File: src/rtl/alu16_pkg.sv
package alu16_pkg;

    typedef enum logic [3:0] {
        OP_OR   = 4'd0,
        OP_AND  = 4'd1,
        OP_XOR  = 4'd2,
        OP_SHL  = 4'd3,
        OP_RSHL = 4'd4,
        OP_SHR  = 4'd5,
        OP_RSHR = 4'd6,
        OP_ADD  = 4'd7,
        OP_SUB  = 4'd8,
        OP_RSUB = 4'd9,
        OP_MUL  = 4'd10,
        OP_IMUL = 4'd11,
        OP_CMP  = 4'd12
    } alu_op_e;

    localparam int OP_W = 4;

    // Relation flag positions inside the flags word
    localparam int FLG_EQ = 0;
    localparam int FLG_BE = 1;
    localparam int FLG_AB = 2;
    localparam int FLG_LT = 3;
    localparam int FLG_GT = 4;
    localparam int FLG_N  = 5;

    typedef struct packed {
        logic gt;
        logic lt;
        logic ab;
        logic be;
        logic eq;
    } rel_flags_t;

endpackage

File: src/rtl/alu16_shifter.sv
module alu16_shifter #(
    parameter int WIDTH = 16,
    parameter bit LEFT  = 1'b1
) (
    input  logic [WIDTH-1:0] din,
    input  logic [WIDTH-1:0] amt,
    output logic [WIDTH-1:0] dout
);
    localparam int SHW = $clog2(WIDTH);

    logic [SHW:0][WIDTH-1:0] stg;
    logic [WIDTH-1:0]        src_oriented;
    logic [WIDTH-1:0]        res_oriented;
    logic                    too_far;

    // Right shifts reuse the left-shift ladder on a bit-reversed word.
    generate
        if (LEFT) begin : g_left
            assign src_oriented = din;
            assign dout         = too_far ? '0 : res_oriented;
        end else begin : g_right
            for (genvar k = 0; k < WIDTH; k++) begin : g_rev
                assign src_oriented[k] = din[WIDTH-1-k];
            end
            logic [WIDTH-1:0] res_back;
            for (genvar k = 0; k < WIDTH; k++) begin : g_unrev
                assign res_back[k] = res_oriented[WIDTH-1-k];
            end
            assign dout = too_far ? '0 : res_back;
        end
    endgenerate

    assign stg[0] = src_oriented;

    generate
        for (genvar s = 0; s < SHW; s++) begin : g_stage
            assign stg[s+1] = amt[s] ? (stg[s] << (1 << s)) : stg[s];
        end
    endgenerate

    assign res_oriented = stg[SHW];
    assign too_far      = |amt[WIDTH-1:SHW];

endmodule

File: src/rtl/alu16_mult.sv
module alu16_mult #(
    parameter int WIDTH = 16
) (
    input  logic [WIDTH-1:0] mcand,
    input  logic [WIDTH-1:0] mplier,
    output logic [WIDTH-1:0] prod_lo
);
    // Truncated shift-add array: only the low WIDTH bits are formed.
    // The low half of a two's-complement product equals the low half of
    // the unsigned product, so one array serves both multiply ops.
    logic [WIDTH:0][WIDTH-1:0] acc;

    assign acc[0] = '0;

    generate
        for (genvar i = 0; i < WIDTH; i++) begin : g_row
            logic [WIDTH-1:0] pp;
            assign pp       = mplier[i] ? (mcand << i) : '0;
            assign acc[i+1] = acc[i] + pp;
        end
    endgenerate

    assign prod_lo = acc[WIDTH];

endmodule

File: src/rtl/alu16_cmp.sv
module alu16_cmp
    import alu16_pkg::*;
#(
    parameter int WIDTH = 16
) (
    input  logic [WIDTH-1:0] lhs,
    input  logic [WIDTH-1:0] rhs,
    output rel_flags_t       rel
);
    logic [WIDTH-1:0] lhs_biased;
    logic [WIDTH-1:0] rhs_biased;

    // Flipping the sign bit maps two's-complement order onto unsigned order.
    assign lhs_biased = {~lhs[WIDTH-1], lhs[WIDTH-2:0]};
    assign rhs_biased = {~rhs[WIDTH-1], rhs[WIDTH-2:0]};

    always_comb begin
        rel.eq = (lhs == rhs);
        rel.be = (lhs < rhs);
        rel.ab = (lhs > rhs);
        rel.lt = (lhs_biased < rhs_biased);
        rel.gt = (lhs_biased > rhs_biased);
    end

endmodule

File: src/rtl/alu16_exec.sv
module alu16_exec
    import alu16_pkg::*;
#(
    parameter int WIDTH   = 16,
    parameter int FLAGS_W = 16
) (
    input  logic               clk,
    input  logic               rst_n,
    input  logic               in_valid,
    input  logic [3:0]         op_sel,
    input  logic [WIDTH-1:0]   opnd_a,
    input  logic [WIDTH-1:0]   opnd_b,
    input  logic [FLAGS_W-1:0] flags_in,
    output logic [WIDTH-1:0]   result,
    output logic [FLAGS_W-1:0] flags_out,
    output logic               result_valid,
    output logic               flags_we
);
    localparam logic [FLAGS_W-1:0] REL_MASK = FLAGS_W'((1 << FLG_N) - 1);

    typedef struct packed {
        logic [WIDTH-1:0]   res;
        logic [FLAGS_W-1:0] flg;
        logic               rvld;
        logic               fwe;
    } stage_t;

    stage_t st_d, st_q;

    alu_op_e          op;
    logic             swap;
    logic [WIDTH-1:0] x_opnd;
    logic [WIDTH-1:0] y_opnd;
    logic [WIDTH-1:0] shl_res;
    logic [WIDTH-1:0] shr_res;
    logic [WIDTH-1:0] mul_res;
    rel_flags_t       rel;

    assign op = alu_op_e'(op_sel);

    // Reversed forms feed the same datapath with the operands exchanged.
    always_comb begin
        swap   = (op == OP_RSHL) || (op == OP_RSHR) || (op == OP_RSUB);
        x_opnd = swap ? opnd_b : opnd_a;
        y_opnd = swap ? opnd_a : opnd_b;
    end

    alu16_shifter #(.WIDTH(WIDTH), .LEFT(1'b1)) u_shl (
        .din  (x_opnd),
        .amt  (y_opnd),
        .dout (shl_res)
    );

    alu16_shifter #(.WIDTH(WIDTH), .LEFT(1'b0)) u_shr (
        .din  (x_opnd),
        .amt  (y_opnd),
        .dout (shr_res)
    );

    alu16_mult #(.WIDTH(WIDTH)) u_mul (
        .mcand   (opnd_a),
        .mplier  (opnd_b),
        .prod_lo (mul_res)
    );

    alu16_cmp #(.WIDTH(WIDTH)) u_cmp (
        .lhs (opnd_a),
        .rhs (opnd_b),
        .rel (rel)
    );

    always_comb begin
        st_d      = '0;
        st_d.flg  = flags_in;
        if (in_valid) begin
            st_d.rvld = 1'b1;
            unique case (op_sel)
                OP_OR:            st_d.res = opnd_a | opnd_b;
                OP_AND:           st_d.res = opnd_a & opnd_b;
                OP_XOR:           st_d.res = opnd_a ^ opnd_b;
                OP_SHL, OP_RSHL:  st_d.res = shl_res;
                OP_SHR, OP_RSHR:  st_d.res = shr_res;
                OP_ADD:           st_d.res = x_opnd + y_opnd;
                OP_SUB, OP_RSUB:  st_d.res = x_opnd - y_opnd;
                OP_MUL, OP_IMUL:  st_d.res = mul_res;
                OP_CMP: begin
                    st_d.rvld = 1'b0;
                    st_d.fwe  = 1'b1;
                    st_d.flg  = (flags_in & ~REL_MASK)
                              | FLAGS_W'(rel);
                end
                default:          st_d.rvld = 1'b0;
            endcase
        end
    end

    always_ff @(posedge clk) begin
        if (!rst_n) st_q <= '0;
        else        st_q <= st_d;
    end

    assign result       = st_q.res;
    assign flags_out    = st_q.flg;
    assign result_valid = st_q.rvld;
    assign flags_we     = st_q.fwe;

    AST_STROBE_EXCL: assert property (@(posedge clk) disable iff (!rst_n)
        !(result_valid && flags_we));

    AST_STROBE_NEEDS_VALID: assert property (@(posedge clk) disable iff (!rst_n)
        (result_valid || flags_we) |-> $past(in_valid));

    AST_EQ_BE_AB_ONE: assert property (@(posedge clk) disable iff (!rst_n)
        flags_we |-> $countones({flags_out[FLG_EQ], flags_out[FLG_BE], flags_out[FLG_AB]}) == 1);

    AST_EQ_LT_GT_ONE: assert property (@(posedge clk) disable iff (!rst_n)
        flags_we |-> $countones({flags_out[FLG_EQ], flags_out[FLG_LT], flags_out[FLG_GT]}) == 1);

    AST_EQ_MATCH: assert property (@(posedge clk) disable iff (!rst_n)
        flags_we |-> (flags_out[FLG_EQ] == ($past(opnd_a) == $past(opnd_b))));

    AST_UPPER_KEPT: assert property (@(posedge clk) disable iff (!rst_n)
        $past(rst_n) |-> ((flags_out & ~REL_MASK) == ($past(flags_in) & ~REL_MASK)));

    AST_FLAGS_PASS: assert property (@(posedge clk) disable iff (!rst_n)
        ($past(rst_n) && !flags_we) |-> (flags_out == $past(flags_in)));

    AST_SHIFT_SATURATE: assert property (@(posedge clk) disable iff (!rst_n)
        ($past(in_valid) && ($past(op_sel) == OP_SHL || $past(op_sel) == OP_SHR)
         && ($past(opnd_b) >= WIDTH)) |-> (result == '0));

    AST_CMP_NO_RESULT: assert property (@(posedge clk) disable iff (!rst_n)
        flags_we |-> (result == '0));

endmodule

File: config.mk
export PLATFORM = sky130hd
export DESIGN_NAME = alu16_exec
export DESIGN_NICKNAME = d
export VERILOG_FILES = /design/src/rtl/alu16_pkg.sv /design/src/rtl/alu16_shifter.sv /design/src/rtl/alu16_mult.sv /design/src/rtl/alu16_cmp.sv /design/src/rtl/alu16_exec.sv
export SDC_FILE = /design/constraint.sdc
export NUM_CORES = 1
export LEC_CHECK = 0
export BUFFER_PORTS_ARGS = -buffer_cell sky130_fd_sc_hd__buf_4
export CAP_MARGIN = 5
export CORE_ASPECT_RATIO = 0.5
export CORE_MARGIN = 4
export CORE_UTILIZATION = 55
export CTS_CLUSTER_DIAMETER = 150
export DETAILED_ROUTE_END_ITERATION = 8
export PLACE_DENSITY = 0.8
export SLEW_MARGIN = 15
export SYNTH_ARGS = -nofsm -noshare
export SYNTH_HDL_FRONTEND = slang
export SYNTH_HIERARCHICAL = 1
export SYNTH_SLANG_ARGS = --single-unit
File: constraint.sdc
create_clock -name clk -period 7 [get_ports clk]
set_clock_uncertainty 0.15 [all_clocks]
set_input_delay 1.75 -clock clk [delete_from_list [all_inputs] [get_ports clk]]
set_output_delay 1.75 -clock clk [all_outputs]
set_load 0.005 [all_outputs]
==> results.cfg <==
[synthesis]
synth_seq_cells = 34
seq_area_frac_synth_pct = 7.36
async_reset_ff_share_pct = 0
yosys.cell_types.count = 70
postSynthCellCount = 1137
synth-edff-count = 0
synth_area_per_cell_sq_um = 8.13
synth_ff_type = dfxtp_1
yosys.cell_count.top_type = inv_1
synth_common_cells = inv_1, nand2_1, ha_1
yosysWarningCount = 6
syn_nets = 1382
netlist.top_cell.by_area = fa_1
synth_top_area_share_pct = 18.4
netlist_area_sq_mm = 0.00924
synth_area_leaders = fa_1, ha_1, dfxtp_1, mux2i_1, inv_1

[worst_hold_path]
min_delay_path_depth = 2
hold_path_class = primary input to flop

[run]
cap_violations = 0

[global_route]
overflow = 0
grt_max_degree = 41
track_usage_pct = 31.2
grt_pass1_wl_um = 47200
grt_pass1_vias = 8803
antenna_found_initial = 1

[floorplan]
coreArea_sq_mm = 0.0164
start_util_pct = 56.2
die_h_um = 99.7
io_pins = 89
die_area_sq_mm = 0.0191
fp.dieW_um = 191
rows = 33

[timing]
slew_viol_final = 0
fin_crit_sh_pct = 98.1
setup_viol = 0
max_slew.worst_pin.slew_ps = 1190
setup_tns_ps = 0
slew-limit-headroom_pct = 20.6
hold_viol_final = 0
finalCriticalPeriod_ps = 6870
rsz0062_at_grt = true
worst_slack_ps = 130
max_freq_mhz = 146

[cells_and_area]
areaGrowthSynthToFinish_pct = 15.3
final_layout_size_suffix_gt1_share_pct = 17.1
stdcell_area_sq_mm = 0.0107
nets = 1490
antenna_cells = 0
post-route-util_pct = 64.8

[clock_tree]
cts.sinks = 34
postCtsHoldBufs = 0
htreeDepth = 2
cts.clk_slew.worst_paths_ps = 50
tritoncts = done
cts_root_buf = clkbuf_16
postCtsSetupBuffers = 0
clk_path_buf_depth = 2
cts_buffers = 5

[outcome]
status = complete, no violations

[drt]
routedWlPerCell_um = 20.3
viasPerCell = 6.12
ant_nets = 0
routed_wl_um = 29900
vias = 9022
post-route-drc-count = 0
drt_first_pass_iters = 5
initialDrtViolationCount = 1005

[place]
gp_congestion = 0.991
portBuffers = 88
dpl.hpwl_um = 23700
pre_cts_ws_ps = -162
place_area_sq_mm = 0.0105

[critical_path]
cp.required_ps = 6980
cp-start-kind = primary input
critPathKind = primary input to flop
worstPathMaxFanout = 8
cp-end-kind = flop
cp.arrival_ps = 6850

[power]
p_total_mw = 2.74
p_leak_nw = 5.27
ir_drop_mv = 0.354
power_density_mw_per_mm2 = 257
[what timing repair did]
action | in CTS | in global routing
setup endpoints to repair | 0 | 4
resized for setup | 0 | 7
endpoints found under the hold margin | 0 | 0
[metrics by stage]
step                hold WS (ps)  instances
finish                      1520       1473
global route                1520       1473
CTS                         1520       1473
detailed placement          1810       1465
global placement            1810       1465
floorplan                   1720       1137
[layout by cell type, fill, tap and decap left out, types with 6 or more instances in the layout]
cell	count
buf_4	158
inv_1	149
nand2_1	123
ha_1	105
fa_1	85
and2_1	76
mux2i_1	59
nor2_1	52
o21ai_0	47
a21oi_1	43
xnor2_1	39
dfxtp_1	34
o22ai_1	18
nor3_1	15
xor2_1	15
nand2b_1	12
a221oi_1	12
a21o_1	11
or3_1	11
a221o_1	11
o21a_1	10
nand3_1	10
a22oi_1	10
mux4_2	9
o31ai_1	8
nor2b_1	7
o21bai_1	7
o221ai_1	6
nand4_1	6
a31oi_1	6
[logic make-up after synthesis]
kind of cell / after synthesis / synth area share (%)
simple gates: 356 / 19.9
compound gates: 217 / 15.8
buf+inv: 207 / 9.04
fa+ha+maj: 190 / 32.6
mux: 76 / 9.56
xor+xnor: 57 / 5.71
flops: 34 / 7.36
[metal layers]
metal | global-route usage, % | routed length, um
met2 | 49.6 | 13400
met4 | 9.54 | 855
met1 | 44.5 | 12800
met5 | 0 | 0
met3 | 4.00 | 2800
[flip-flops by register name (all words and copies together), names as in the netlist]
| signal | count |
|---|---|
| result | 16 |
| flags_we | 1 |
| result_valid | 1 |
| flags_out | 16 |
[cell type report]
type | instances | area [sq um]
clock buffers | 6 | 139
clock inverters | 2 | 12.5
fillers | 1426 | 5780
inverters | 149 | 559
multi-input cells | 896 | 7770
flip-flops and latches | 34 | 681
well taps | 227 | 284
repair buffers | 159 | 1210
[critical path, stage by stage]
cell       delay, ps
buf_4            140
buf_4            180
nand2_1           80
fa_1             540
inv_1             60
fa_1             490
inv_1             70
fa_1             510
inv_1             60
fa_1             570
fa_1             430
ha_1             300
ha_1             350
nand2_1           90
a2bb2oi_1        210
nor2b_1          190
xnor2_1          110
a221o_1          400
a221oi_2         220
o22ai_1          100
[power breakdown]
group	total, mW	internal (mW)	switching (mW)
logic	2.30	1.04	1.25
registers	0.212	0.208	0.00402
clock network	0.226	0.141	0.0848
total	2.74	1.39	1.34
[worst paths after layout]
check	slack [ps]	end	start
worst max-delay path	130	result[13]$_SDFF_PN0_	opnd_a[1]
worst min-delay path	1520	flags_out[5]$_SDFF_PN0_	flags_in[5]
No activity file was read; power rests on OpenSTA's default activity.
